### src/rtl/tod_pkg.sv
package tod_pkg;
  localparam int ADDR_W = 3;

  typedef enum logic [ADDR_W-1:0] {
    A_RATE  = 3'd0,
    A_STEP  = 3'd1,
    A_DIV   = 3'd2,
    A_SRC   = 3'd3,
    A_TLO   = 3'd4,
    A_THI   = 3'd5
  } reg_addr_e;

  typedef enum logic [1:0] {
    SRC_EXT_PRECISE = 2'd0,
    SRC_SYSTEM      = 2'd1,
    SRC_TX          = 2'd2,
    SRC_RTC         = 2'd3
  } ref_src_e;
endpackage

### src/rtl/tod_cfg_regs.sv
module tod_cfg_regs
  import tod_pkg::*;
#(
  parameter int DATA_W   = 32,
  parameter int STEP_W   = 16,
  parameter int DIV_W    = 16,
  parameter int STEP_RST = 10,
  localparam int TIME_W  = 2 * DATA_W
) (
  input  logic              clk,
  input  logic              rst_n,
  input  logic              wr_en,
  input  logic [ADDR_W-1:0] wr_addr,
  input  logic [DATA_W-1:0] wr_data,
  output logic [DATA_W-1:0] rate_o,
  output logic [STEP_W-1:0] step_o,
  output logic [DIV_W-1:0]  div_o,
  output ref_src_e          src_o,
  output logic              load_o,
  output logic [TIME_W-1:0] load_val_o
);
  logic [DATA_W-1:0] lo_stage_q;

  always_ff @(posedge clk) begin
    if (!rst_n) begin
      rate_o     <= '0;
      step_o     <= STEP_W'(STEP_RST);
      div_o      <= '0;
      src_o      <= SRC_SYSTEM;
      lo_stage_q <= '0;
    end else if (wr_en) begin
      case (wr_addr)
        A_RATE: rate_o     <= wr_data;
        A_STEP: step_o     <= wr_data[STEP_W-1:0];
        A_DIV:  div_o      <= wr_data[DIV_W-1:0];
        A_SRC:  src_o      <= ref_src_e'(wr_data[1:0]);
        A_TLO:  lo_stage_q <= wr_data;
        default: ;
      endcase
    end
  end

  assign load_o     = wr_en && (wr_addr == A_THI);
  assign load_val_o = {wr_data, lo_stage_q};

  assert_src_store_R9: assert property (@(posedge clk) disable iff (!rst_n)
    (wr_en && wr_addr == A_SRC) |=> (src_o == $past(wr_data[1:0])));
  assert_rate_store_R10: assert property (@(posedge clk) disable iff (!rst_n)
    (wr_en && wr_addr == A_RATE) |=> (rate_o == $past(wr_data)));
endmodule

### src/rtl/tod_phase_acc.sv
module tod_phase_acc #(
  parameter int ACC_W = 32
) (
  input  logic             clk,
  input  logic             rst_n,
  input  logic [ACC_W-1:0] rate_i,
  output logic             tick_o
);
  logic [ACC_W-1:0] phase_q;
  logic [ACC_W:0]   sum;

  assign sum = {1'b0, phase_q} + {1'b0, rate_i};

  always_ff @(posedge clk) begin
    if (!rst_n) begin
      phase_q <= '0;
      tick_o  <= 1'b0;
    end else begin
      phase_q <= sum[ACC_W-1:0];
      tick_o  <= sum[ACC_W];
    end
  end

  assert_zero_rate_silent_R2: assert property (@(posedge clk) disable iff (!rst_n)
    (rate_i == '0) |=> !tick_o);
  assert_phase_hold_R3: assert property (@(posedge clk) disable iff (!rst_n)
    (rate_i == '0) |=> $stable(phase_q));
endmodule

### src/rtl/tod_time_reg.sv
module tod_time_reg #(
  parameter int TIME_W = 64,
  parameter int STEP_W = 16
) (
  input  logic              clk,
  input  logic              rst_n,
  input  logic              tick_i,
  input  logic [STEP_W-1:0] step_i,
  input  logic              load_i,
  input  logic [TIME_W-1:0] load_val_i,
  output logic [TIME_W-1:0] time_o
);
  always_ff @(posedge clk) begin
    if (!rst_n)      time_o <= '0;
    else if (load_i) time_o <= load_val_i;
    else if (tick_i) time_o <= time_o + TIME_W'(step_i);
  end

  assert_step_advance_R4: assert property (@(posedge clk) disable iff (!rst_n)
    (tick_i && !load_i) |=> (time_o == $past(time_o) + TIME_W'($past(step_i))));
  assert_load_wins_R5: assert property (@(posedge clk) disable iff (!rst_n)
    load_i |=> (time_o == $past(load_val_i)));
endmodule

### src/rtl/tod_divider.sv
module tod_divider #(
  parameter int DIV_W = 16
) (
  input  logic             clk,
  input  logic             rst_n,
  input  logic             tick_i,
  input  logic [DIV_W-1:0] div_i,
  output logic             strobe_o
);
  logic [DIV_W-1:0] cnt_q;
  logic             bypass;
  logic             at_end;

  assign bypass   = (div_i <= DIV_W'(1));
  assign at_end   = (cnt_q >= div_i - DIV_W'(1));
  assign strobe_o = tick_i && (bypass || at_end);

  always_ff @(posedge clk) begin
    if (!rst_n)              cnt_q <= '0;
    else if (tick_i) begin
      if (bypass || at_end)  cnt_q <= '0;
      else                   cnt_q <= cnt_q + DIV_W'(1);
    end
  end

  assert_count_up_R7: assert property (@(posedge clk) disable iff (!rst_n)
    (tick_i && !strobe_o) |=> (cnt_q == $past(cnt_q) + DIV_W'(1)));
  assert_count_idle_R7: assert property (@(posedge clk) disable iff (!rst_n)
    !tick_i |=> $stable(cnt_q));
endmodule

### src/rtl/tod_clock_core.sv
module tod_clock_core
  import tod_pkg::*;
#(
  parameter int DATA_W   = 32,
  parameter int STEP_W   = 16,
  parameter int DIV_W    = 16,
  parameter int STEP_RST = 10,
  localparam int TIME_W  = 2 * DATA_W
) (
  input  logic              clk,
  input  logic              rst_n,
  input  logic              wr_en,
  input  logic [ADDR_W-1:0] wr_addr,
  input  logic [DATA_W-1:0] wr_data,
  input  logic              rd_en,
  input  logic [ADDR_W-1:0] rd_addr,
  output logic [DATA_W-1:0] rd_data,
  output logic              tick_o,
  output logic              div_strobe_o
);
  logic [DATA_W-1:0] rate;
  logic [STEP_W-1:0] step;
  logic [DIV_W-1:0]  div;
  ref_src_e          src;
  logic              load;
  logic [TIME_W-1:0] load_val;
  logic [TIME_W-1:0] now;
  logic [DATA_W-1:0] hi_snap_q;

  tod_cfg_regs #(
    .DATA_W(DATA_W), .STEP_W(STEP_W), .DIV_W(DIV_W), .STEP_RST(STEP_RST)
  ) u_regs (
    .clk(clk), .rst_n(rst_n), .wr_en(wr_en), .wr_addr(wr_addr), .wr_data(wr_data),
    .rate_o(rate), .step_o(step), .div_o(div), .src_o(src),
    .load_o(load), .load_val_o(load_val)
  );

  tod_phase_acc #(.ACC_W(DATA_W)) u_acc (
    .clk(clk), .rst_n(rst_n), .rate_i(rate), .tick_o(tick_o)
  );

  tod_time_reg #(.TIME_W(TIME_W), .STEP_W(STEP_W)) u_time (
    .clk(clk), .rst_n(rst_n), .tick_i(tick_o), .step_i(step),
    .load_i(load), .load_val_i(load_val), .time_o(now)
  );

  tod_divider #(.DIV_W(DIV_W)) u_div (
    .clk(clk), .rst_n(rst_n), .tick_i(tick_o), .div_i(div), .strobe_o(div_strobe_o)
  );

  always_ff @(posedge clk) begin
    if (!rst_n)                           hi_snap_q <= '0;
    else if (rd_en && rd_addr == A_TLO)   hi_snap_q <= now[TIME_W-1:DATA_W];
  end

  always_comb begin
    case (rd_addr)
      A_RATE:  rd_data = rate;
      A_STEP:  rd_data = DATA_W'(step);
      A_DIV:   rd_data = DATA_W'(div);
      A_SRC:   rd_data = DATA_W'(src);
      A_TLO:   rd_data = now[DATA_W-1:0];
      A_THI:   rd_data = hi_snap_q;
      default: rd_data = '0;
    endcase
  end

  assert_snapshot_R6: assert property (@(posedge clk) disable iff (!rst_n)
    (rd_en && rd_addr == A_TLO) |=> (hi_snap_q == $past(now[TIME_W-1:DATA_W])));
  assert_snap_hold_R6: assert property (@(posedge clk) disable iff (!rst_n)
    !(rd_en && rd_addr == A_TLO) |=> $stable(hi_snap_q));
endmodule

### config.mk
export PLATFORM = sky130hd
export DESIGN_NAME = tod_clock_core
export DESIGN_NICKNAME = d
export VERILOG_FILES = /design/src/rtl/tod_pkg.sv /design/src/rtl/tod_cfg_regs.sv /design/src/rtl/tod_phase_acc.sv /design/src/rtl/tod_time_reg.sv /design/src/rtl/tod_divider.sv /design/src/rtl/tod_clock_core.sv
export SDC_FILE = /design/constraint.sdc
export NUM_CORES = 1
export LEC_CHECK = 0
export ABC_AREA = 1
export BUFFER_PORTS_ARGS = -buffer_cell sky130_fd_sc_hd__buf_2
export CAP_MARGIN = 40
export CORE_MARGIN = 3
export CORE_UTILIZATION = 57
export DETAILED_ROUTE_END_ITERATION = 7
export PLACE_DENSITY = 0.76
export REMOVE_ABC_BUFFERS = 1
export SLEW_MARGIN = 20
export SYNTH_ARGS = -nofsm -noshare
export SYNTH_HDL_FRONTEND = slang
export SYNTH_HIERARCHICAL = 1
export SYNTH_SLANG_ARGS = --single-unit
### constraint.sdc
create_clock -name clk -period 2.1 [get_ports clk]
set_input_delay 0.105 -clock clk [delete_from_list [all_inputs] [get_ports clk]]
set_output_delay 0.105 -clock clk [all_outputs]
set_load 0.005 [all_outputs]
==> run_results.csv <==
group,metric,value,unit
critical_path,cp-end-kind,"output port",
grt,grt_first_pass_wirelength,93200,um
grt,use_met3,0.0392,
logic_synthesis,yosysSeqAreaShare,0.283,
clock_tree,clock_tree_from_tritoncts,"built",
timing,maxSlewViolCount,0,
critical_path,timing.reg2reg.worst_path_depth,20,
route,drtIter0Drc,1955,
timing,clock_skew,27.1,ps
min_path,hold_class,"primary input to flop",
clock_tree,insertion_delay,550,ps
power,worst_ir_drop_vdd,633,uV
timing,setup_ws,-737,ps
placement,finalWeightedCongestion,1.00,
layout,mostFrequentLayoutCell,"nand2_1",
floorplanning,dieWidth,180,um
clock_tree,numClockSinks,243,
critical_path,worstSetupPathType,"flop to output port",
route,vias,18800,
timing,slew_headroom,0.636,
logic_synthesis,synth_enable_flop_cells,0,
clock_tree,number_of_buffers_inserted_during_clock_tree_synthesis,29,
logic_synthesis,ys.flop_type,"dfxtp_1",
power,pwr_density_cell,564,nW/um^2
timing,timing.fmax,353,MHz
logic_synthesis,yosys.area_share.xor_xnor,0.0158,
route,wire_per_inst,17.9,um
grt,first_global_vias,17500,
logic_synthesis,synth_mux_area_frac,0.000583,
route,routed_via_density,5.60,
clock_tree,clock_tree.buffer_depth,3,
logic_synthesis,synth-async-reset-ratio,0,
logic_synthesis,synth-warning-count,6,
timing,worst_pin_slew,545,ps
grt,grt_util_met2,0.600,
timing,min_period_over_period,1.35,
logic_synthesis,synth-seq-cells,243,
floorplanning,rows,62,
job,drv.max_cap_violation_count,0,
timing,rsz0062_at_grt,"yes",
layout,insertedDiodeCount,0,
critical_path,worst_setup_path_start_kind,"flop",
clock_tree,max_h_tree_level,1,
outcome,violated_checks,"setup timing",
critical_path,cp_data_arrival_time,2730,ps
critical_path,required,2000,ps
placement,dp_hpwl,44400,um
logic_synthesis,area_share_of_fa_ha_maj_cells_after_synthesis,0.0512,
layout,final_core_utilization,0.687,
logic_synthesis,avgSynthCellArea,6.08,sq um
logic_synthesis,post_synth_inst_count,2821,
route,routed_wirelength,60100,um
layout,area_delta_synth_final,16.8,%
critical_path,worst-path-max-fanout,3,
route,drt-pass1-iter-count,5,
logic_synthesis,mapped_area,17200,sq um
grt,number_of_antenna_violations_at_the_first_check_in_global_routing,0,
placement,quantity_of_i_o_buffers_inserted_on_ports,75,
layout,mostFrequentLayoutCells,"nand2_1 (782), nor2_1 (425), inv_1 (368), nand3_1 (281), dfxtp_1 (233)",
route,post-route-drc-count,0,
route,detail-route-antenna-nets,0,
timing,finalHoldViolCount,0,
grt,layer_with_the_highest_usage_after_global_routing,"met2",
layout,layout_cells_sized_above_1,0.163,
layout,fin_nets,3068,
grt,grt.overflow.total,0,
floorplanning,initial_core_util,0.588,
floorplanning,dieHeight,180,um
power,total_leakage_power,9.82,nW
min_path,hold_depth,4,
logic_synthesis,synth_top_family_by_area,"simple AND/OR/NAND/NOR gates",
outcome,status,"finished, violations left",
grt,grt_start_max_net_pins,65,
floorplanning,io_pins,76,
logic_synthesis,synth-compound-area-share,0.0768,
timing,timing.final.crit_period,2840,ps
placement,place_ws,-338,ps
grt,overall_routing_resource_usage,0.355,
logic_synthesis,synth_cell_types,46,
floorplanning,core_area,29200,sq um
clock_tree,clkTransAtPathRegs,60,ps
timing,setup_viol,17,
logic_synthesis,yosys.area_share.simple,0.438,
grt,grt_util_met1,0.458,
clock_tree,cts.root.buffer_cell,"clkbuf_16",
floorplanning,dieArea,32200,sq um
-- cells in the mapped netlist (15+ instances only) --
master	instances	share of area
xor2_1	22	0.011
ha_1	67	0.049
nand4_1	37	0.013
inv_1	373	0.082
o21ai_0	29	0.0085
inv_2	30	0.0066
nand3_1	286	0.083
nor2_2	15	0.0055
nor2_1	443	0.097
nand2_1	806	0.18
buf_4	42	0.018
a21oi_1	112	0.033
a22oi_1	49	0.021
clkbuf_1	31	0.0068
buf_2	33	0.0096
dfxtp_1	243	0.28
nor3_2	20	0.012
nand2_2	40	0.015
nor3_1	25	0.0073
-- registers in the layout, indices dropped and copies added, names as in the netlist --
signal,flops
u_regs/div_o,16
u_regs/lo_stage_q,32
u_time/time_o,64
hi_snap_q,32
u_regs/src_o,2
u_div/cnt_q,16
u_regs/rate_o,32
u_acc/tick_o,1
u_regs/step_o,16
u_acc/phase_q,32
-- repair_timing --
action / 4_1_cts / 5_1_grt
endpoints found under the hold margin: 81 / 0
pin swaps: 10 / 28
endpoints found under the setup margin: 23 / 73
buffers inserted: 3 / 5
hold buffers: 33 / 0
cloned: 1 / 0
resized for setup: 28 / 89
-- logic make-up (layout without fill, tap and decap cells) --
group | count (synthesis) | count (layout)
buffers and inverters | 529 | 685
multiplexers | 1 | 1
XOR/XNOR | 31 | 31
AND/OR/NAND/NOR | 1720 | 1721
flip-flops | 243 | 243
AO/OA/AOI/OAI | 228 | 228
adder cells (fa/ha/maj) | 69 | 69
-- final timing paths --
check / start / end / slack [ps]
min: wr_en / u_regs/src_o[0] / 50
max reg2reg: u_regs/div_o[3] / u_div/cnt_q[13] / -410
max: u_regs/div_o[3] / div_strobe_o / -740
min reg2reg: u_regs/lo_stage_q[29] / u_regs/lo_stage_q[29] / 490
-- worst max-delay path, cell delays in order (launching register included) --
cell     delay, ps
dfxtp_2        330
nor2_4         170
buf_6          130
nand2_2         70
buf_6          130
buf_4          120
xnor2_1        120
inv_1           60
ha_1           270
nand2_1         70
inv_1           40
nand2_1         70
nor2_1          40
nor2_1         110
nand2_1         80
nand2_1         90
nand2_2         80
nand2_4         70
inv_2           30
buf_2          110
-- metal layers --
layer	vias up	share of wire
met2	872	0.46
met3	194	0.076
met1	8673	0.41
li1	9103	-
met5	-	0
met4	0	0.054
-- through the flow --
stage	setup TNS (ps)	instance area, sq um	total power, mW	hold WS (ps)	instances
detailed placement	-5310	18200	6.21	392	3268
floorplan	-159910	16400	5.65	190	2696
global route	-9390	20000	11.7	59.6	3362
CTS	-5010	19600	11.2	24.0	3357
finish	-6720	20000	11.3	50.5	3362
global placement	-3670	18200	6.18	390	3268
-- layout make-up --
type | count | area (sq um)
multi-input cells | 2050 | 10500
clock buffers | 42 | 825
clock inverters | 10 | 106
repair buffers | 229 | 1730
inverters | 404 | 1520
well taps | 384 | 480
flip-flops and latches | 243 | 4880
fillers | 2638 | 9130
-- where the power goes --
group / leakage (nW) / total [mW] / switching [mW] / internal [mW]
combinational: 7.39 / 1.45 / 0.905 / 0.541
clock: 0.459 / 4.99 / 2.04 / 2.95
sequential: 1.97 / 4.87 / 0.123 / 4.75
No activity file was read; power rests on OpenSTA's default activity.
